File: config.mk
export PLATFORM = sky130hd
export DESIGN_NAME = spi3w_panel_slave
export DESIGN_NICKNAME = d
export VERILOG_FILES = /design/src/rtl/spi3w_pkg.sv /design/src/rtl/spi3w_sync.sv /design/src/rtl/spi3w_frame.sv /design/src/rtl/spi3w_regs.sv /design/src/rtl/spi3w_panel_slave.sv
export SDC_FILE = /design/constraint.sdc
export NUM_CORES = 1
export LEC_CHECK = 0
export BUFFER_PORTS_ARGS = -buffer_cell sky130_fd_sc_hd__buf_2
export CAP_MARGIN = 10
export CORE_MARGIN = 4
export CORE_UTILIZATION = 49
export CTS_CLUSTER_DIAMETER = 80
export DETAILED_ROUTE_END_ITERATION = 8
export PLACE_DENSITY = 0.66
export SYNTH_ARGS = -nofsm -noshare
export SYNTH_HDL_FRONTEND = slang
export SYNTH_SLANG_ARGS = --single-unit
export TNS_END_PERCENT = 50
File: constraint.sdc
create_clock -name clk -period 2.25 [get_ports clk]
set_input_delay 0.1125 -clock clk [delete_from_list [all_inputs] [get_ports clk]]
set_output_delay 0.1125 -clock clk [all_outputs]
set_load 0.02 [all_outputs]
File: src/rtl/spi3w_pkg.sv
package spi3w_pkg;
  localparam int ADDR_W     = 6;
  localparam int DATA_W     = 8;
  localparam int HDR_BITS   = ADDR_W + 1;
  localparam int FRAME_BITS = HDR_BITS + 1 + DATA_W;
  localparam int CNT_W      = $clog2(FRAME_BITS + 1);
  localparam int RES_W      = 3;

  localparam logic [ADDR_W-1:0] IDX_SCRATCH = 6'h00;
  localparam logic [ADDR_W-1:0] IDX_IDENT   = 6'h01;
  localparam logic [ADDR_W-1:0] IDX_RES     = 6'h02;
  localparam logic [ADDR_W-1:0] IDX_CTL     = 6'h03;

  localparam int CTL_RUN_BIT = 0;
  localparam int CTL_SW_BIT  = 7;
endpackage

File: src/rtl/spi3w_sync.sv
module spi3w_sync #(
  parameter int W      = 3,
  parameter int STAGES = 2,
  parameter logic [W-1:0] RST_VAL = '0
) (
  input  logic         clk,
  input  logic         rst,
  input  logic [W-1:0] d,
  output logic [W-1:0] q
);
  logic [W-1:0] stage [STAGES];

  generate
    for (genvar s = 0; s < STAGES; s++) begin : g_stage
      always_ff @(posedge clk) begin
        if (rst) stage[s] <= RST_VAL;
        else if (s == 0) stage[s] <= d;
        else stage[s] <= stage[(s == 0) ? 0 : s - 1];
      end
    end
  endgenerate

  assign q = stage[STAGES-1];
endmodule

File: src/rtl/spi3w_frame.sv
module spi3w_frame
  import spi3w_pkg::*;
(
  input  logic              clk,
  input  logic              rst,
  input  logic              cs_act,
  input  logic              sck_s,
  input  logic              sdi_s,
  input  logic [DATA_W-1:0] rd_data,
  output logic [ADDR_W-1:0] rd_addr,
  output logic              sck_rise,
  output logic              sck_fall,
  output logic              wr_en,
  output logic [ADDR_W-1:0] wr_addr,
  output logic [DATA_W-1:0] wr_data,
  output logic              sd_out,
  output logic              sd_oe
);
  localparam logic [CNT_W-1:0] HDR_END  = CNT_W'(HDR_BITS);
  localparam logic [CNT_W-1:0] DRV_AT   = CNT_W'(HDR_BITS + 1);
  localparam logic [CNT_W-1:0] LAST_BIT = CNT_W'(FRAME_BITS - 1);
  localparam logic [CNT_W-1:0] FULL     = CNT_W'(FRAME_BITS);

  logic              sck_d;
  logic [CNT_W-1:0]  cnt;
  logic [HDR_BITS-1:0] hdr;
  logic [DATA_W-1:0] din;
  logic [DATA_W-1:0] dout;
  logic              is_read;

  assign sck_rise = sck_s & ~sck_d;
  assign sck_fall = ~sck_s & sck_d;
  assign is_read  = hdr[0];
  assign rd_addr  = hdr[HDR_BITS-1:1];
  assign sd_out   = dout[DATA_W-1];

  always_ff @(posedge clk) begin
    if (rst) sck_d <= 1'b0;
    else     sck_d <= sck_s;
  end

  always_ff @(posedge clk) begin
    wr_en <= 1'b0;
    if (rst) begin
      cnt     <= '0;
      hdr     <= '0;
      din     <= '0;
      dout    <= '0;
      sd_oe   <= 1'b0;
      wr_addr <= '0;
      wr_data <= '0;
    end else if (!cs_act) begin
      cnt   <= '0;
      sd_oe <= 1'b0;
    end else begin
      if (sck_rise && cnt < FULL) begin
        cnt <= cnt + 1'b1;
        if (cnt < HDR_END) hdr <= {hdr[HDR_BITS-2:0], sdi_s};
        if (cnt > HDR_END) din <= {din[DATA_W-2:0], sdi_s};
        if (cnt == LAST_BIT && !is_read) begin
          wr_en   <= 1'b1;
          wr_addr <= hdr[HDR_BITS-1:1];
          wr_data <= {din[DATA_W-2:0], sdi_s};
        end
      end
      if (sck_fall && is_read) begin
        if (cnt == DRV_AT) begin
          sd_oe <= 1'b1;
          dout  <= rd_data;
        end else if (cnt == FULL) begin
          sd_oe <= 1'b0;
        end else if (sd_oe) begin
          dout <= {dout[DATA_W-2:0], 1'b0};
        end
      end
    end
  end
endmodule

File: src/rtl/spi3w_regs.sv
module spi3w_regs
  import spi3w_pkg::*;
#(
  parameter logic [3:0]       CHIP_ID  = 4'h1,
  parameter logic [3:0]       CHIP_VER = 4'h3,
  parameter logic [RES_W-1:0] RES_RST  = 3'b111
) (
  input  logic              clk,
  input  logic              rst,
  input  logic              wr_en,
  input  logic [ADDR_W-1:0] wr_addr,
  input  logic [DATA_W-1:0] wr_data,
  input  logic [ADDR_W-1:0] rd_addr,
  output logic [DATA_W-1:0] rd_data,
  output logic [RES_W-1:0]  res_reg,
  output logic              act_reg,
  output logic              sw_ctl
);
  logic [DATA_W-1:0] scratch;

  always_ff @(posedge clk) begin
    if (rst) begin
      scratch <= '0;
      res_reg <= RES_RST;
      act_reg <= 1'b0;
      sw_ctl  <= 1'b0;
    end else if (wr_en) begin
      case (wr_addr)
        IDX_SCRATCH: scratch <= wr_data;
        IDX_RES:     res_reg <= wr_data[RES_W-1:0];
        IDX_CTL: begin
          act_reg <= wr_data[CTL_RUN_BIT];
          sw_ctl  <= wr_data[CTL_SW_BIT];
        end
        default: ;
      endcase
    end
  end

  always_comb begin
    rd_data = '0;
    case (rd_addr)
      IDX_SCRATCH: rd_data = scratch;
      IDX_IDENT:   rd_data = {CHIP_ID, CHIP_VER};
      IDX_RES:     rd_data[RES_W-1:0] = res_reg;
      IDX_CTL: begin
        rd_data[CTL_RUN_BIT] = act_reg;
        rd_data[CTL_SW_BIT]  = sw_ctl;
      end
      default:     rd_data = '0;
    endcase
  end
endmodule

File: src/rtl/spi3w_panel_slave.sv
module spi3w_panel_slave
  import spi3w_pkg::*;
#(
  parameter int               SYNC_STAGES = 2,
  parameter logic [3:0]       CHIP_ID     = 4'h1,
  parameter logic [3:0]       CHIP_VER    = 4'h3,
  parameter logic [RES_W-1:0] RES_RST     = 3'b111
) (
  input  logic             clk,
  input  logic             rst,
  input  logic             cs_n,
  input  logic             sck,
  input  logic             sd_in,
  output logic             sd_out,
  output logic             sd_oe,
  input  logic [RES_W-1:0] strap_res,
  input  logic             strap_active,
  output logic [RES_W-1:0] res_code,
  output logic             panel_active
);
  logic [2:0]        sync_q;
  logic              cs_act, sck_s, sdi_s;
  logic              sck_rise, sck_fall;
  logic              wr_en;
  logic [ADDR_W-1:0] wr_addr, rd_addr;
  logic [DATA_W-1:0] wr_data, rd_data;
  logic [RES_W-1:0]  res_reg;
  logic              act_reg, sw_ctl;

  spi3w_sync #(.W(3), .STAGES(SYNC_STAGES), .RST_VAL(3'b100)) u_sync (
    .clk(clk), .rst(rst), .d({cs_n, sck, sd_in}), .q(sync_q)
  );

  assign cs_act = ~sync_q[2];
  assign sck_s  = sync_q[1];
  assign sdi_s  = sync_q[0];

  spi3w_frame u_frame (
    .clk(clk), .rst(rst), .cs_act(cs_act), .sck_s(sck_s), .sdi_s(sdi_s),
    .rd_data(rd_data), .rd_addr(rd_addr), .sck_rise(sck_rise),
    .sck_fall(sck_fall), .wr_en(wr_en), .wr_addr(wr_addr),
    .wr_data(wr_data), .sd_out(sd_out), .sd_oe(sd_oe)
  );

  spi3w_regs #(.CHIP_ID(CHIP_ID), .CHIP_VER(CHIP_VER), .RES_RST(RES_RST)) u_regs (
    .clk(clk), .rst(rst), .wr_en(wr_en), .wr_addr(wr_addr),
    .wr_data(wr_data), .rd_addr(rd_addr), .rd_data(rd_data),
    .res_reg(res_reg), .act_reg(act_reg), .sw_ctl(sw_ctl)
  );

  always_ff @(posedge clk) begin
    if (rst) begin
      res_code     <= '0;
      panel_active <= 1'b0;
    end else if (sw_ctl) begin
      res_code     <= res_reg;
      panel_active <= act_reg;
    end else begin
      res_code     <= strap_res;
      panel_active <= strap_active;
    end
  end
endmodule

==> flow_metrics.tcl <==
set metrics [dict create \
    worstHoldStart "strap_res[2]" \
    timing.final.crit_period_ps 1900 \
    synthTopCellsByArea "dfxtp_1 50%, mux2i_1 16%, nor2_1 8.0%" \
    syn_nets 285 \
    cpPeakStageDelay_ps 510 \
    synth_cell_type_count 37 \
    hold_buffers 5 \
    synth_edf_count 0 \
    final_core_util 0.592 \
    syn_area_um2 2670 \
    hold_path.class "in -> reg" \
    rr_endpoint "u_frame.dout[6]$_SDFFE_PP0P_" \
    maxCapViolCount 0 \
    critPathTopFamily "simple AND/OR/NAND/NOR gates" \
    timing.final.crit_share 0.844 \
    cts-resized-gates 0 \
    fmax_ghz 0.526 \
    cts_max_level 3 \
    tritoncts "done" \
    rsz0062_at_grt "false" \
    tns_ps 0 \
    start_util 0.513 \
    hold_slack_ps 19.1 \
    area_growth_syn_to_layout_pct 15.4 \
    leakagePower_nw 1.27 \
    crit_buf_inv 0 \
    setup_viol_count_final 0 \
    slew_headroom 0.567 \
    num_vias 1902 \
    finalNetCount 307 \
    ff2ff_path_depth 4 \
    synth_top_area_share 0.502 \
    coreArea_um2 5200 \
    mostFrequentLayoutCell "dfxtp_1" \
    yosysWarnings 0 \
    grt_pass1_wl_um 8250 \
    cts_setup_buffers 0 \
    cp_cell_sequence "nor4bb_1 > o21ai_0 > nor3_1 > a22o_1" \
    clockBufferDepth 2 \
    fin_skew_ps 8.68 \
    cts_inserted_buffers 9 \
    synth_seq_cells 67 \
    cp-start-kind "register" \
    die_area_um2 6690 \
    worstSetupPathType "reg -> reg" \
    die_h_um 81.8 \
    hold_path_end "res_code[2]$_SDFF_PP0_" \
    final_cell_mix "67 x dfxtp_1, 57 x nor2_1, 43 x mux2i_1, 14 x buf_2, 12 x clkbuf_8" \
    power.total_mw 2.28 \
    wl_per_cell_um 13.3 \
    io_pins 15 \
    yosysTopAreaCell "dfxtp_1" \
    syn_inst 273 \
    grt_pass1_vias 1725 \
    clkTransAtPathRegs_ps 70 \
    synthFlopType "dfxtp_1" \
    antenna_found_initial 0 \
    vdd_drop_max_v 0.000509 \
    rr_startpoint "u_frame.sck_d$_SDFF_PP0_" \
    tightest_slew_ps 650 \
    cts_root_buf "clkbuf_8" \
    hold_depth 3 \
    io_buffers 14 \
    pwr_density_cell_nw_per_um2 739 \
    vias_per_cell 5.14 \
    top_regs "u_frame.dout: 8 flops, u_frame.wr_data: 8 flops, u_regs.scratch: 8 flops" \
    die_x_um 81.8 \
    routabilityCongestion 0.817 \
    ys_seq_area_frac 0.502 \
    drive_gt1_frac 0.147 \
    dr.pass1.iters 6 \
    grt_max_degree 39 \
    routed_wl_um 4930 \
    hold_viol_final 0 \
    cts.sinks 67 \
    slowest_stage "nor3_1" \
    async_flop_share 0 \
    critPathMaxFanout 6 \
    slew_violations 0 \
    clk_latency_ps 340 \
    antenna_left 0 \
    grt_use_total 0.168 \
    rows 26 \
    drt_iter0_drc 67 \
    path_depth 4 \
    dpl.hpwl_um 3360 \
    drc_errors 0 \
    cp-end-kind "register" \
    regToRegSetupSlack_ps 350 \
    status "complete, no violations" \
    synth.avg_cell_area_um2 9.78 \
    antenna_cells 0 \
    overflow 0 \
    worstPathArrival_ps 2180 \
    critPathRequiredTime_ps 2530 \
]
layout make-up:
| cell class | instances | area [um^2] |
|---|---|---|
| timing repair buffer | 27 | 180 |
| fill | 462 | 2120 |
| clock buffer | 15 | 176 |
| sequential | 67 | 1340 |
| inverter | 3 | 11.3 |
| tap | 70 | 87.6 |
| multi-input combinational | 187 | 1250 |
| clock inverter | 1 | 30.0 |
worst register-to-register path, cell delays in order (launching register included):
cell	delay [ps]
dfxtp_1	380
nor4bb_1	430
o21ai_0	290
nor3_1	510
a22o_1	230
power by group:
part | internal [mW] | total (mW) | switching, mW
Sequential | 1.20 | 1.20 | 0.00396
Clock | 0.605 | 1.02 | 0.418
Combinational | 0.0238 | 0.0565 | 0.0327
Total | 1.82 | 2.28 | 0.455
worst max path at each step:
stage,from,end
after CTS,u_frame.sck_d$_SDFF_PP0_,u_frame.dout[6]$_SDFFE_PP0P_
after floorplan,u_frame.cnt[0]$_SDFFE_PP0P_,u_frame.wr_addr[5]$_SDFFE_PP0P_
final,u_frame.sck_d$_SDFF_PP0_,u_frame.dout[6]$_SDFFE_PP0P_
after global placement,u_frame.sck_d$_SDFF_PP0_,u_frame.dout[6]$_SDFFE_PP0P_
after detailed placement,u_frame.sck_d$_SDFF_PP0_,u_frame.dout[6]$_SDFFE_PP0P_
after global routing,u_frame.cnt[4]$_SDFFE_PP0P_,u_frame.din[4]$_SDFFE_PP0P_
synth_stat cells (2+ instances only):
cell type   n
nand3b_1    3
clkbuf_1   13
mux2i_1    43
nor2b_1     7
nand3_1     3
ha_1        3
nor2_1     57
buf_2       2
a22o_1      9
xor2_1      2
inv_1       3
dfxtp_1    67
or3b_2      2
o21ai_0     8
nor3_1      5
nor3b_1     2
nand2_1    11
a21oi_1     9
or2_2       3
nor4bb_1    2
a211o_1     3
cells by family after synthesis:
logic type | Yosys count | synth area share
adder cells (fa/ha/maj) | 3 | 0.0141
buffers and inverters | 19 | 0.0276
XOR/XNOR | 3 | 0.00984
AND/OR/NAND/NOR | 105 | 0.202
multiplexers | 43 | 0.161
flip-flops | 67 | 0.502
AO/OA/AOI/OAI | 33 | 0.0834
per-layer routing:
layer	track usage	wire, um	vias up
li1	-	-	986
met1	0.226	2500	883
met2	0.238	2200	27
met3	0.0724	176	6
met4	0.0648	49	0
met5	0	0	-
stage by stage:
| stage | area (um^2) | std cells | setup WS, ps |
|---|---|---|---|
| floorplan | 2670 | 273 | 339 |
| global placement | 2830 | 349 | 427 |
| detailed placement | 2830 | 349 | 365 |
| CTS | 3080 | 370 | 347 |
| global route | 3080 | 370 | 184 |
| finish | 3080 | 370 | 350 |
(Power assumes the default switching activity.)
